### src/rtl/mli_pkg.sv
package mli_pkg;
  localparam int unsigned NUM_GATES = 7;
  localparam int unsigned NUM_BANDS = 7;
  // gate bit positions
  localparam int unsigned G_POS_HI = 0;
  localparam int unsigned G_NEG_HI = 1;
  localparam int unsigned G_NEG_LO = 2;
  localparam int unsigned G_POS_LO = 3;
  localparam int unsigned G_SRC0   = 4;

  // Rational sine approximation over a quarter wave; j in 0..n, peak fs at j=n
  function automatic int unsigned qsine(int unsigned j, int unsigned n, int unsigned fs);
    int unsigned p;
    p = j * (2 * n - j);
    return (fs * 4 * p) / (5 * n * n - p);
  endfunction
endpackage

### src/rtl/mli_sine_ref.sv
module mli_sine_ref #(
  parameter int unsigned PH_W    = 10,
  parameter int unsigned Q_W     = 6,
  parameter int unsigned PH_STEP = 3,
  parameter int unsigned MI_W    = 8,
  parameter int unsigned FS      = 112,
  parameter int unsigned RW      = 7
) (
  input  logic            clk,
  input  logic            rst_n,
  input  logic            en,
  input  logic [MI_W-1:0] mod_idx,
  output logic [RW-1:0]   ref_abs,
  output logic            ref_neg
);
  localparam int unsigned N = 1 << Q_W;

  logic [PH_W-1:0] ph_q, ph_d;
  logic [1:0]      quad;
  logic [Q_W-1:0]  idx;
  logic [Q_W:0]    tbl_j;
  logic [RW-1:0]   tbl [0:N];
  logic [RW+MI_W-1:0] prod;

  always_comb begin
    ph_d = ph_q;
    if (en) ph_d = ph_q + PH_W'(PH_STEP);
  end

  always_ff @(posedge clk or negedge rst_n) begin
    if (!rst_n) ph_q <= '0;
    else        ph_q <= ph_d;
  end

  for (genvar g = 0; g <= N; g++) begin : g_tbl
    assign tbl[g] = RW'(mli_pkg::qsine(g, N, FS));
  end

  assign quad  = ph_q[PH_W-1 -: 2];
  assign idx   = Q_W'(ph_q >> (PH_W - 2 - Q_W));
  assign tbl_j = quad[0] ? ((Q_W+1)'(N) - {1'b0, idx}) : {1'b0, idx};
  assign prod  = (RW+MI_W)'(tbl[tbl_j]) * (RW+MI_W)'(mod_idx);
  assign ref_abs = RW'(prod >> MI_W);
  assign ref_neg = quad[1];

  // phase moves only by the step, and only when enabled
  a_r3_phase_step: assert property (@(posedge clk) disable iff (!rst_n)
    1'b1 |=> (ph_q == ($past(en) ? $past(ph_q) + PH_W'(PH_STEP) : $past(ph_q))));
endmodule

### src/rtl/mli_carrier.sv
module mli_carrier #(
  parameter int unsigned CAR_W = 4
) (
  input  logic             clk,
  input  logic             rst_n,
  input  logic             en,
  output logic [CAR_W-1:0] tri_val
);
  logic [CAR_W-1:0] tri_q, tri_d;
  logic             up_q, up_d;

  always_comb begin
    tri_d = tri_q;
    up_d  = up_q;
    if (en) begin
      if (up_q) begin
        if (&tri_q) begin
          up_d  = 1'b0;
          tri_d = tri_q - 1'b1;
        end else begin
          tri_d = tri_q + 1'b1;
        end
      end else begin
        if (tri_q == '0) begin
          up_d  = 1'b1;
          tri_d = tri_q + 1'b1;
        end else begin
          tri_d = tri_q - 1'b1;
        end
      end
    end
  end

  always_ff @(posedge clk or negedge rst_n) begin
    if (!rst_n) begin
      tri_q <= '0;
      up_q  <= 1'b1;
    end else begin
      tri_q <= tri_d;
      up_q  <= up_d;
    end
  end

  assign tri_val = tri_q;

  // one step per enabled clock
  a_r2_tri_step: assert property (@(posedge clk) disable iff (!rst_n)
    en |=> ((tri_q == $past(tri_q) + 1'b1) || (tri_q + 1'b1 == $past(tri_q))));
  // turn around at the peak
  a_r2_tri_peak: assert property (@(posedge clk) disable iff (!rst_n)
    (en && (&tri_q)) |=> (tri_q == CAR_W'((1 << CAR_W) - 2)));
endmodule

### src/rtl/mli_level_map.sv
module mli_level_map #(
  parameter int unsigned CAR_W = 4,
  parameter int unsigned RW    = 7
) (
  input  logic              clk,
  input  logic              rst_n,
  input  logic              en,
  input  logic [RW-1:0]     ref_abs,
  input  logic              ref_neg,
  input  logic [CAR_W-1:0]  tri_val,
  output logic [6:0]        gate_q,
  output logic signed [3:0] level_q
);
  import mli_pkg::*;
  localparam int unsigned BAND = 1 << CAR_W;

  logic [NUM_BANDS-1:0] above;
  logic [2:0]           mag;
  logic                 neg_q, neg_d, blank;
  logic [6:0]           gate_d;
  logic signed [3:0]    level_d;

  always_comb begin
    for (int k = 0; k < NUM_BANDS; k++) begin
      above[k] = (32'(k * BAND) + 32'(tri_val)) < 32'(ref_abs);
    end
  end

  always_comb begin
    mag = '0;
    for (int k = 0; k < NUM_BANDS; k++) mag = mag + 3'(above[k]);
  end

  assign blank = (ref_neg != neg_q);

  always_comb begin
    gate_d  = gate_q;
    level_d = level_q;
    neg_d   = neg_q;
    if (en) begin
      neg_d = ref_neg;
      if (blank) begin
        gate_d  = '0;
        level_d = '0;
      end else begin
        gate_d = '0;
        gate_d[G_SRC0 +: 3] = mag;
        if (ref_neg) begin
          gate_d[G_NEG_HI] = 1'b1;
          gate_d[G_NEG_LO] = 1'b1;
          level_d = -$signed({1'b0, mag});
        end else begin
          gate_d[G_POS_HI] = 1'b1;
          gate_d[G_POS_LO] = 1'b1;
          level_d = $signed({1'b0, mag});
        end
      end
    end
  end

  always_ff @(posedge clk or negedge rst_n) begin
    if (!rst_n) begin
      gate_q  <= '0;
      level_q <= '0;
      neg_q   <= 1'b0;
    end else begin
      gate_q  <= gate_d;
      level_q <= level_d;
      neg_q   <= neg_d;
    end
  end

  // pairs complementary and internally consistent
  a_r6_pairs_exclusive: assert property (@(posedge clk) disable iff (!rst_n)
    !((gate_q[G_POS_HI] | gate_q[G_POS_LO]) && (gate_q[G_NEG_HI] | gate_q[G_NEG_LO])));
  a_r6_pair_equal: assert property (@(posedge clk) disable iff (!rst_n)
    (gate_q[G_POS_HI] == gate_q[G_POS_LO]) && (gate_q[G_NEG_HI] == gate_q[G_NEG_LO]));
  // no source enabled while the bridge is off
  a_r4_src_needs_bridge: assert property (@(posedge clk) disable iff (!rst_n)
    (|gate_q[G_SRC0 +: 3]) |-> (gate_q[G_POS_HI] | gate_q[G_NEG_HI]));
  // reported level agrees with the gates
  a_r8_level_matches: assert property (@(posedge clk) disable iff (!rst_n)
    level_q == (gate_q[G_NEG_HI] ? -$signed({1'b0, gate_q[G_SRC0 +: 3]})
                                 : $signed({1'b0, gate_q[G_SRC0 +: 3]})));
  // no direct handover between pairs
  a_r7_blank_pos_to_neg: assert property (@(posedge clk) disable iff (!rst_n)
    gate_q[G_POS_HI] |=> !gate_q[G_NEG_HI]);
  a_r7_blank_neg_to_pos: assert property (@(posedge clk) disable iff (!rst_n)
    gate_q[G_NEG_HI] |=> !gate_q[G_POS_HI]);
  // outputs hold while disabled
  a_r9_hold: assert property (@(posedge clk) disable iff (!rst_n)
    !en |=> ($stable(gate_q) && $stable(level_q)));
endmodule

### src/rtl/mli_gate_gen.sv
module mli_gate_gen #(
  parameter int unsigned PH_W    = 10,
  parameter int unsigned Q_W     = 6,
  parameter int unsigned PH_STEP = 3,
  parameter int unsigned CAR_W   = 4,
  parameter int unsigned MI_W    = 8
) (
  input  logic              clk,
  input  logic              rst_n,
  input  logic              en,
  input  logic [MI_W-1:0]   mod_idx,
  output logic [6:0]        gate,
  output logic signed [3:0] level
);
  localparam int unsigned FS = mli_pkg::NUM_BANDS * (1 << CAR_W);
  localparam int unsigned RW = $clog2(FS + 1);

  logic [RW-1:0]    ref_abs;
  logic             ref_neg;
  logic [CAR_W-1:0] tri_val;

  mli_sine_ref #(
    .PH_W(PH_W), .Q_W(Q_W), .PH_STEP(PH_STEP), .MI_W(MI_W), .FS(FS), .RW(RW)
  ) u_ref (
    .clk(clk), .rst_n(rst_n), .en(en), .mod_idx(mod_idx),
    .ref_abs(ref_abs), .ref_neg(ref_neg)
  );

  mli_carrier #(.CAR_W(CAR_W)) u_car (
    .clk(clk), .rst_n(rst_n), .en(en), .tri_val(tri_val)
  );

  mli_level_map #(.CAR_W(CAR_W), .RW(RW)) u_map (
    .clk(clk), .rst_n(rst_n), .en(en), .ref_abs(ref_abs), .ref_neg(ref_neg),
    .tri_val(tri_val), .gate_q(gate), .level_q(level)
  );
endmodule

### config.mk
export PLATFORM = sky130hd
export DESIGN_NAME = mli_gate_gen
export DESIGN_NICKNAME = d
export VERILOG_FILES = /design/src/rtl/mli_pkg.sv /design/src/rtl/mli_sine_ref.sv /design/src/rtl/mli_carrier.sv /design/src/rtl/mli_level_map.sv /design/src/rtl/mli_gate_gen.sv
export SDC_FILE = /design/constraint.sdc
export NUM_CORES = 1
export LEC_CHECK = 0
export BUFFER_PORTS_ARGS = -buffer_cell sky130_fd_sc_hd__buf_2
export CORE_MARGIN = 3
export CORE_UTILIZATION = 55
export DETAILED_ROUTE_END_ITERATION = 7
export GPL_TIMING_DRIVEN = 0
export PLACE_DENSITY = 0.74
export SKIP_CTS_REPAIR_TIMING = 1
export SYNTH_ARGS = -nofsm -noshare
export SYNTH_HDL_FRONTEND = slang
export SYNTH_HIERARCHICAL = 1
export SYNTH_SLANG_ARGS = --single-unit
export TNS_END_PERCENT = 100
### constraint.sdc
create_clock -name clk -period 22.6 [get_ports clk]
set_input_delay 4.52 -clock clk [delete_from_list [all_inputs] [get_ports clk]]
set_output_delay 4.52 -clock clk [all_outputs]
set_load 0.02 [all_outputs]
==> results of run 1 <==
==> synth_stat cells, types with 3 or more instances <==
cell / instances / area (sq um)
sky130_fd_sc_hd__a2111oi_0: 4 / 35.0
sky130_fd_sc_hd__a211o_1: 3 / 26.3
sky130_fd_sc_hd__a211oi_1: 6 / 45.0
sky130_fd_sc_hd__a21o_1: 3 / 22.5
sky130_fd_sc_hd__a21oi_1: 16 / 80.1
sky130_fd_sc_hd__a31o_2: 3 / 26.3
sky130_fd_sc_hd__a31oi_1: 7 / 43.8
sky130_fd_sc_hd__and2_1: 16 / 100
sky130_fd_sc_hd__and3_1: 4 / 25.0
sky130_fd_sc_hd__buf_2: 4 / 20.0
sky130_fd_sc_hd__buf_4: 6 / 45.0
sky130_fd_sc_hd__clkbuf_1: 7 / 26.3
sky130_fd_sc_hd__dfrtp_1: 23 / 576
sky130_fd_sc_hd__fa_1: 32 / 641
sky130_fd_sc_hd__ha_1: 50 / 626
sky130_fd_sc_hd__inv_1: 62 / 233
sky130_fd_sc_hd__mux2_2: 6 / 67.6
sky130_fd_sc_hd__mux2i_1: 6 / 60.1
sky130_fd_sc_hd__nand2_1: 30 / 113
sky130_fd_sc_hd__nand2b_1: 15 / 93.8
sky130_fd_sc_hd__nand3_1: 13 / 65.1
sky130_fd_sc_hd__nor2_1: 40 / 150
sky130_fd_sc_hd__nor2b_1: 5 / 31.3
sky130_fd_sc_hd__nor3_1: 13 / 65.1
sky130_fd_sc_hd__nor4_1: 9 / 56.3
sky130_fd_sc_hd__o2111ai_1: 5 / 43.8
sky130_fd_sc_hd__o211a_1: 3 / 30.0
sky130_fd_sc_hd__o211ai_1: 7 / 52.6
sky130_fd_sc_hd__o21a_1: 5 / 37.5
sky130_fd_sc_hd__o21ai_0: 13 / 65.1
sky130_fd_sc_hd__o22ai_1: 4 / 25.0
sky130_fd_sc_hd__o31ai_1: 3 / 22.5
sky130_fd_sc_hd__or2_2: 4 / 25.0
sky130_fd_sc_hd__xnor2_1: 9 / 78.8
sky130_fd_sc_hd__xor2_1: 10 / 87.6
==> placed cells by master, fill, tap and decap left out, types with 15 or more instances in the layout <==
cell / synthesis / routed
sky130_fd_sc_hd__nor2_1: 40 / 40
sky130_fd_sc_hd__nand2b_1: 15 / 15
sky130_fd_sc_hd__buf_2: 4 / 25
sky130_fd_sc_hd__a21oi_1: 16 / 16
sky130_fd_sc_hd__inv_1: 62 / 62
sky130_fd_sc_hd__dfrtp_1: 23 / 23
sky130_fd_sc_hd__fa_1: 32 / 32
sky130_fd_sc_hd__ha_1: 50 / 50
sky130_fd_sc_hd__and2_1: 16 / 16
sky130_fd_sc_hd__nand2_1: 30 / 30
==> worst reg2reg max path: cells and delay by family, from the launching register on <==
kind                     cells  cell delay, ns
adder cells (fa/ha/maj)     12            5.30
buffers and inverters       10            1.28
flip-flops                   1            0.49
XOR/XNOR                     1            0.14
AO/OA/AOI/OAI               12            3.36
AND/OR/NAND/NOR              8            1.47
==> worst max-delay path by stage <==
| stage | endpoint | slack (ns) | cells after the start |
|---|---|---|---|
| final | u_map/level_q[2] | 10.30 | 32 |
| after global routing | u_map/level_q[2] | 9.82 | 43 |
| after global placement | u_map/level_q[2] | 10.20 | 32 |
| after floorplan | u_map/level_q[2] | 10.76 | 30 |
| after CTS | u_map/level_q[2] | 10.28 | 32 |
| after detailed placement | u_map/level_q[2] | 10.00 | 32 |
==> per-stage QoR <==
step	setup slack [ns]	area (sq um)	util, %
2_1_floorplan	10.76	4300	-
3_3_place_gp	10.20	4520	61.1
3_5_place_dp	10.00	4520	61.1
4_1_cts	10.28	4570	61.7
5_1_grt	9.82	4570	61.7
6_report	10.30	4570	61.7
==> cell families (layout without fill, tap and decap cells) <==
logic type               Yosys count  in the layout  share of synthesized area, %
buffers and inverters             82            107                          8.16
adder cells (fa/ha/maj)           82             82                          29.5
multiplexers                      12             12                          2.97
flip-flops                        24             24                          14.0
AO/OA/AOI/OAI                    110            110                          20.0
AND/OR/NAND/NOR                  170            170                          21.6
XOR/XNOR                          19             19                          3.87
==> registers in the layout (all words and copies together) (netlist names) <==
signal / count
u_car/tri_val: 4
u_car/up_q: 1
u_map/gate_q: 5
u_map/level_q: 3
u_map/neg_q: 1
u_ref/ph_q: 10
==> layer usage <==
metal / vias to the layer above / share of wire, % / global-route usage [%]
li1: 1812 / - / -
met1: 1809 / 46 / 30.9
met2: 102 / 50 / 37.5
met3: 4 / 4.0 / 1.20
met4: 0 / 0.39 / 4.21
met5: - / 0 / 0
==> area by class of cell <==
| cell class | instances | area, sq um | share of cell area (%) |
|---|---|---|---|
| Buffer | 20 | 118 | 2.57 |
| Clock buffer | 4 | 45.0 | 0.986 |
| Inverter | 62 | 233 | 5.09 |
| Multi-Input combinational cell | 393 | 3340 | 73.2 |
| Sequential cell | 24 | 602 | 13.2 |
| Tap cell | 99 | 124 | 2.71 |
| Timing Repair Buffer | 21 | 105 | 2.30 |
==> out/results.md, run 1 <==
| Step | Item | Value |
|:---|:---|:---|
| grt | First-pass GRT wire length | 16300 um |
| clock tree | Sink count of the clock tree | 24 |
| grt | GRT Residual Overflow | 0 |
| floorplanning | Number of standard-cell rows in the floorplan | 31 |
| sta | Summed negative setup slack over all endpoints | 0 ns |
| route | Total length of routed wires | 9280 um |
| synth | Yosys synthesis warning count | 6 |
| synth | Net count after synthesis | 592 |
| clock tree | Htree depth | 1 |
| floorplanning | Ports placed on the boundary | 22 |
| synth | Count of flip-flops with a built-in enable after synthesis | 0 |
| synth | Avg Synthesized Cell Area | 8.61 sq um |
| setup path | Launch point of the worst path | mod_idx[4] |
| finish | Number of standard cells in the final layout excluding fillers | 623 |
| route | Routed length per instance | 14.9 um |
| setup path | Kind of capture point of the worst setup path | flop |
| worst hold path | Worst Hold Path Cells | 1 |
| place | Number of cells in the design after placement | 619 |
| sta | Minimum clock period after layout | 12.30 ns |
| synth | Total standard cell area after synthesis | 4300 sq um |
| synth | Number of instances in the synthesized netlist | 499 |
| grt | Maximum number of pins on one net before global-route repair | 25 |
| sta | Highest attainable clock frequency | 81.3 MHz |
| grt | All-layer global routing usage | 21.9% |
| setup path | Depth of the most critical reg-to-reg path | 43 |
| sta | Setup repair after global routing missed its margin | no |
| sta | Layout Skew | 0.00345 ns |
| grt | Number of global-route vias before repair | 3654 |
| setup path | Required @ worst endpoint | 22.74 ns |
| setup path | Cell repeated most along the worst path | sky130_fd_sc_hd__fa_1 |
| setup path | Critical Path Slowest Stage Cell | sky130_fd_sc_hd__fa_1 |
| clock tree | Number of buffers created by CTS | 3 |
| sta | Final-layout worst hold slack | 0.501 ns |
| place | Number of buffers added on ports | 21 |
| finish | Filler Cells Inserted | 651 |
| worst hold path | Launch instance of the worst min-delay path | u_ref/ph_q[0] |
| place | Post-detail-place hpwl | 7480 um |
| finish | Count of nets after finishing | 618 |
| finish | Area Overhead vs Synth | 6.38% |
| setup path | Critical register-to-register path startpoint | u_ref/ph_q[2] |
| floorplanning | Placeable core region | 7410 sq um |
| route | Number of routed nets with antenna violations | 0 |
| floorplanning | Die Span X | 94.4 um |
| worst hold path | Hold path endpoint | u_ref/ph_q[0] |
| synth | Proportion of synthesized flip-flops having asynchronous set or reset | 100% |
| sta | Number of max-slew violations in the final report | 0 |
| setup path | Kind of cell adding the most delay to the critical path | adder cells |
| setup path | Startpoint type of the worst setup path | primary input |
| route | Average via count per standard cell | 5.98 |
| floorplanning | Initial core utilization | 58.0% |
| clock tree | Root buffer cell | sky130_fd_sc_hd__clkbuf_8 |
| sta | Slew of the pin with the lowest slew margin | 1.15 ns |
| clock tree | Clock latency of the later-clocked register in the worst-skew pair | 0.25 ns |
| sta | Tightest slew margin relative to the limit | 22.5% |
| sta | Final Cycle Share | 54.4% |
| flow run | # Max-Cap Violations | 0 |
| route | Number of DRC markers in iteration 0 | 215 |
| finish | Fraction of layout instances using a drive strength above 1 | 12.6% |
| route | Via Count | 3727 |
| clock tree | Clock-pin slew of the registers on the worst-case setup and hold paths | 0.08 ns |
| setup path | Crit path kind | primary input to flop |
| run status | Status | finished, final reports clean |
| synth | Post-synthesis sequential element count | 24 |
| place | Routability congestion estimate | 0.910 |
| setup path | Highest fanout seen on the critical path | 10 |
| setup path | Data arrival time of the critical path | 12.44 ns |
| finish | Diodes inserted | 0 |
| synth | Yosys cell types | 76 |
| synth | Dominant register cell in the synthesized netlist | sky130_fd_sc_hd__dfrtp_1 |
| synth | Seq/Total Area, Yosys | 14.0% |
| route | Detailed Routing Iterations Pass 1 | 5 |
| sta | Final count of hold timing violations | 0 |
| sta | Number of setup violations in the final report | 0 |
| grt | Number of antenna violations at the first check in global routing | 0 |
| clock tree | TritonCTS clock tree | yes |
| worst hold path | Path category of the worst min-delay check | flop to flop |
| clock tree | Bufs on Longest Clock Path | 2 |
| floorplanning | Die height | 94.4 um |
| route | Post-route DRC violation count | 0 |
| floorplanning | Die ar. | 8910 sq um |
| setup path | Crit path buf inv count | 8 |
| setup path | Register-to-register setup slack | 10.42 ns |
| setup path | End of the worst register-to-register path | u_map/level_q[2] |
| setup path | CP peak stage delay | 0.56 ns |
Power of run 1 is left out: the tool's default activity adds up to more than one toggle a clock period on the data nets, which glitch-free logic cannot reach.
==> run 2: changes to the inputs <==
- PLACE_DENSITY: 0.74 -> 0.77
- clock period: 22.6 -> 10.2 ns (I/O delays scaled with it)
==> out/results.md, run 2 (same netlist as run 1, synthesis figures left out) <==
| Step | Item | Value |
|:---|:---|:---|
| clock tree | Clock-pin slew of the registers on the worst-case setup and hold paths | 0.08 ns |
| route | Number of DRC markers in iteration 0 | 317 |
| grt | Maximum number of pins on one net before global-route repair | 25 |
| finish | Area Overhead vs Synth | 17.3% |
| finish | Filler Cells Inserted | 560 |
| run status | Status | finished, final reports clean |
| route | Post-route DRC violation count | 0 |
| grt | All-layer global routing usage | 21.9% |
| finish | Register with the most flip-flops | u_ref/ph_q |
| finish | Utilization after layout | 68.0% |
| setup path | Data arrival time of the critical path | 10.03 ns |
| floorplanning | Die Span X | 94.4 um |
| floorplanning | Die height | 94.4 um |
| finish | Diodes inserted | 0 |
| place | Placed cell areas | 4530 sq um |
| setup path | Startpoint type of the worst setup path | flop |
| worst hold path | Path category of the worst min-delay check | flop to flop |
| finish | Fin area | 5040 sq um |
| grt | First-pass GRT wire length | 16400 um |
| place | Post-detail-place hpwl | 7420 um |
| route | Average via count per standard cell | 6.01 |
| sta | Number of setup violations in the final report | 0 |
| setup path | Kind of capture point of the worst setup path | flop |
| clock tree | Root buffer cell | sky130_fd_sc_hd__clkbuf_8 |
| setup path | CP peak stage delay | 0.59 ns |
| sta | Number of max-slew violations in the final report | 0 |
| flow run | # Max-Cap Violations | 0 |
| finish | Count of nets after finishing | 653 |
| setup path | Critical Path Slowest Stage Cell | sky130_fd_sc_hd__fa_2 |
| floorplanning | Ports placed on the boundary | 22 |
| finish | Flip-flop count of the largest register, all copies and words added | 10 |
| clock tree | Clock latency of the later-clocked register in the worst-skew pair | 0.26 ns |
| grt | GRT Residual Overflow | 0 |
| route | Number of routed nets with antenna violations | 0 |
| setup path | Required @ worst endpoint | 10.33 ns |
| clock tree | Sink count of the clock tree | 24 |
| clock tree | Number of buffers created by CTS | 3 |
| worst hold path | Worst Hold Path Cells | 1 |
| route | Routed length per instance | 15.9 um |
| sta | Final-layout worst hold slack | 0.496 ns |
| floorplanning | Initial core utilization | 58.0% |
| sta | Highest attainable clock frequency | 101 MHz |
| sta | Final count of hold timing violations | 0 |
| sta | Minimum clock period after layout | 9.90 ns |
| grt | Number of global-route vias before repair | 3649 |
| place | Routability congestion estimate | 0.919 |
| setup path | Depth of the most critical reg-to-reg path | 38 |
| floorplanning | Number of standard-cell rows in the floorplan | 31 |
| floorplanning | Placeable core region | 7410 sq um |
| route | Total length of routed wires | 10400 um |
| sta | Layout Skew | 0.00811 ns |
| sta | Final Cycle Share | 97.0% |
| place | Number of buffers added on ports | 21 |
| setup path | Crit path kind | flop to flop |
| sta | Tightest slew margin relative to the limit | 25.4% |
| clock tree | Htree depth | 1 |
| route | Detailed Routing Iterations Pass 1 | 7 |
| clock tree | Bufs on Longest Clock Path | 2 |
| finish | Leading cell type in the layout, fill and taps excluded | sky130_fd_sc_hd__inv_1 |
| floorplanning | Die ar. | 8910 sq um |
| finish | Most used cells in the layout excluding fill and tap cells | sky130_fd_sc_hd__inv_1, sky130_fd_sc_hd__ha_1, sky130_fd_sc_hd__nor2_1, sky130_fd_sc_hd__buf_4 |
| clock tree | TritonCTS clock tree | yes |
| setup path | Cell repeated most along the worst path | sky130_fd_sc_hd__ha_1 |
| route | Via Count | 3954 |
| grt | Number of antenna violations at the first check in global routing | 0 |
| sta | Slew of the pin with the lowest slew margin | 1.11 ns |
| sta | Summed negative setup slack over all endpoints | 0 ns |
| finish | Fraction of layout instances using a drive strength above 1 | 24.0% |
| setup path | Highest fanout seen on the critical path | 7 |
run 2: through the flow:
stage,std cells,setup WS [ns]
after floorplan,499,0.0487
after global placement,619,-1.09
after detailed placement,619,-1.26
after CTS,623,-1.31
after global routing,658,-0.117
final,658,0.303
run 2: worst paths after layout:
path                               start               end  slack (ns)
max reg2reg                u_ref/ph_q[2]  u_map/level_q[1]        0.30
max in group asynchronous          rst_n        u_car/up_q        8.08
min in group asynchronous          rst_n     u_ref/ph_q[1]        1.74
min                        u_ref/ph_q[0]     u_ref/ph_q[0]        0.50
min reg2reg                u_ref/ph_q[0]     u_ref/ph_q[0]        0.50
max                        u_ref/ph_q[2]  u_map/level_q[1]        0.30
run 2: final cells by class:
| class | count | area, sq um | share of cell area (%) |
|---|---|---|---|
| clock buffer | 4 | 45.0 | 0.894 |
| tap | 99 | 124 | 2.46 |
| inverter | 62 | 239 | 4.74 |
| multi-input combinational | 393 | 3520 | 69.9 |
| buffer | 20 | 139 | 2.76 |
| timing repair buffer | 56 | 365 | 7.25 |
| sequential | 24 | 603 | 12.0 |
run 2: routing by layer:
layer  GRT usage [%]  up-vias  wire length, um
li1                -     1892                -
met1            31.9     1905             4700
met2            36.8      137             5180
met3            1.04       20              459
met4            3.61        0              113
met5               0        -                0
run 2: worst max-delay path: cells and delay by family, from the launching register on:
kind | cells | cell delay, ns
adders and majority gates | 13 | 5.18
AOI/OAI and AO/OA | 10 | 2.45
and+or+nand+nor | 7 | 0.93
buffers and inverters | 8 | 0.78
DFF | 1 | 0.40
Power of run 2 is left out for the same reason.
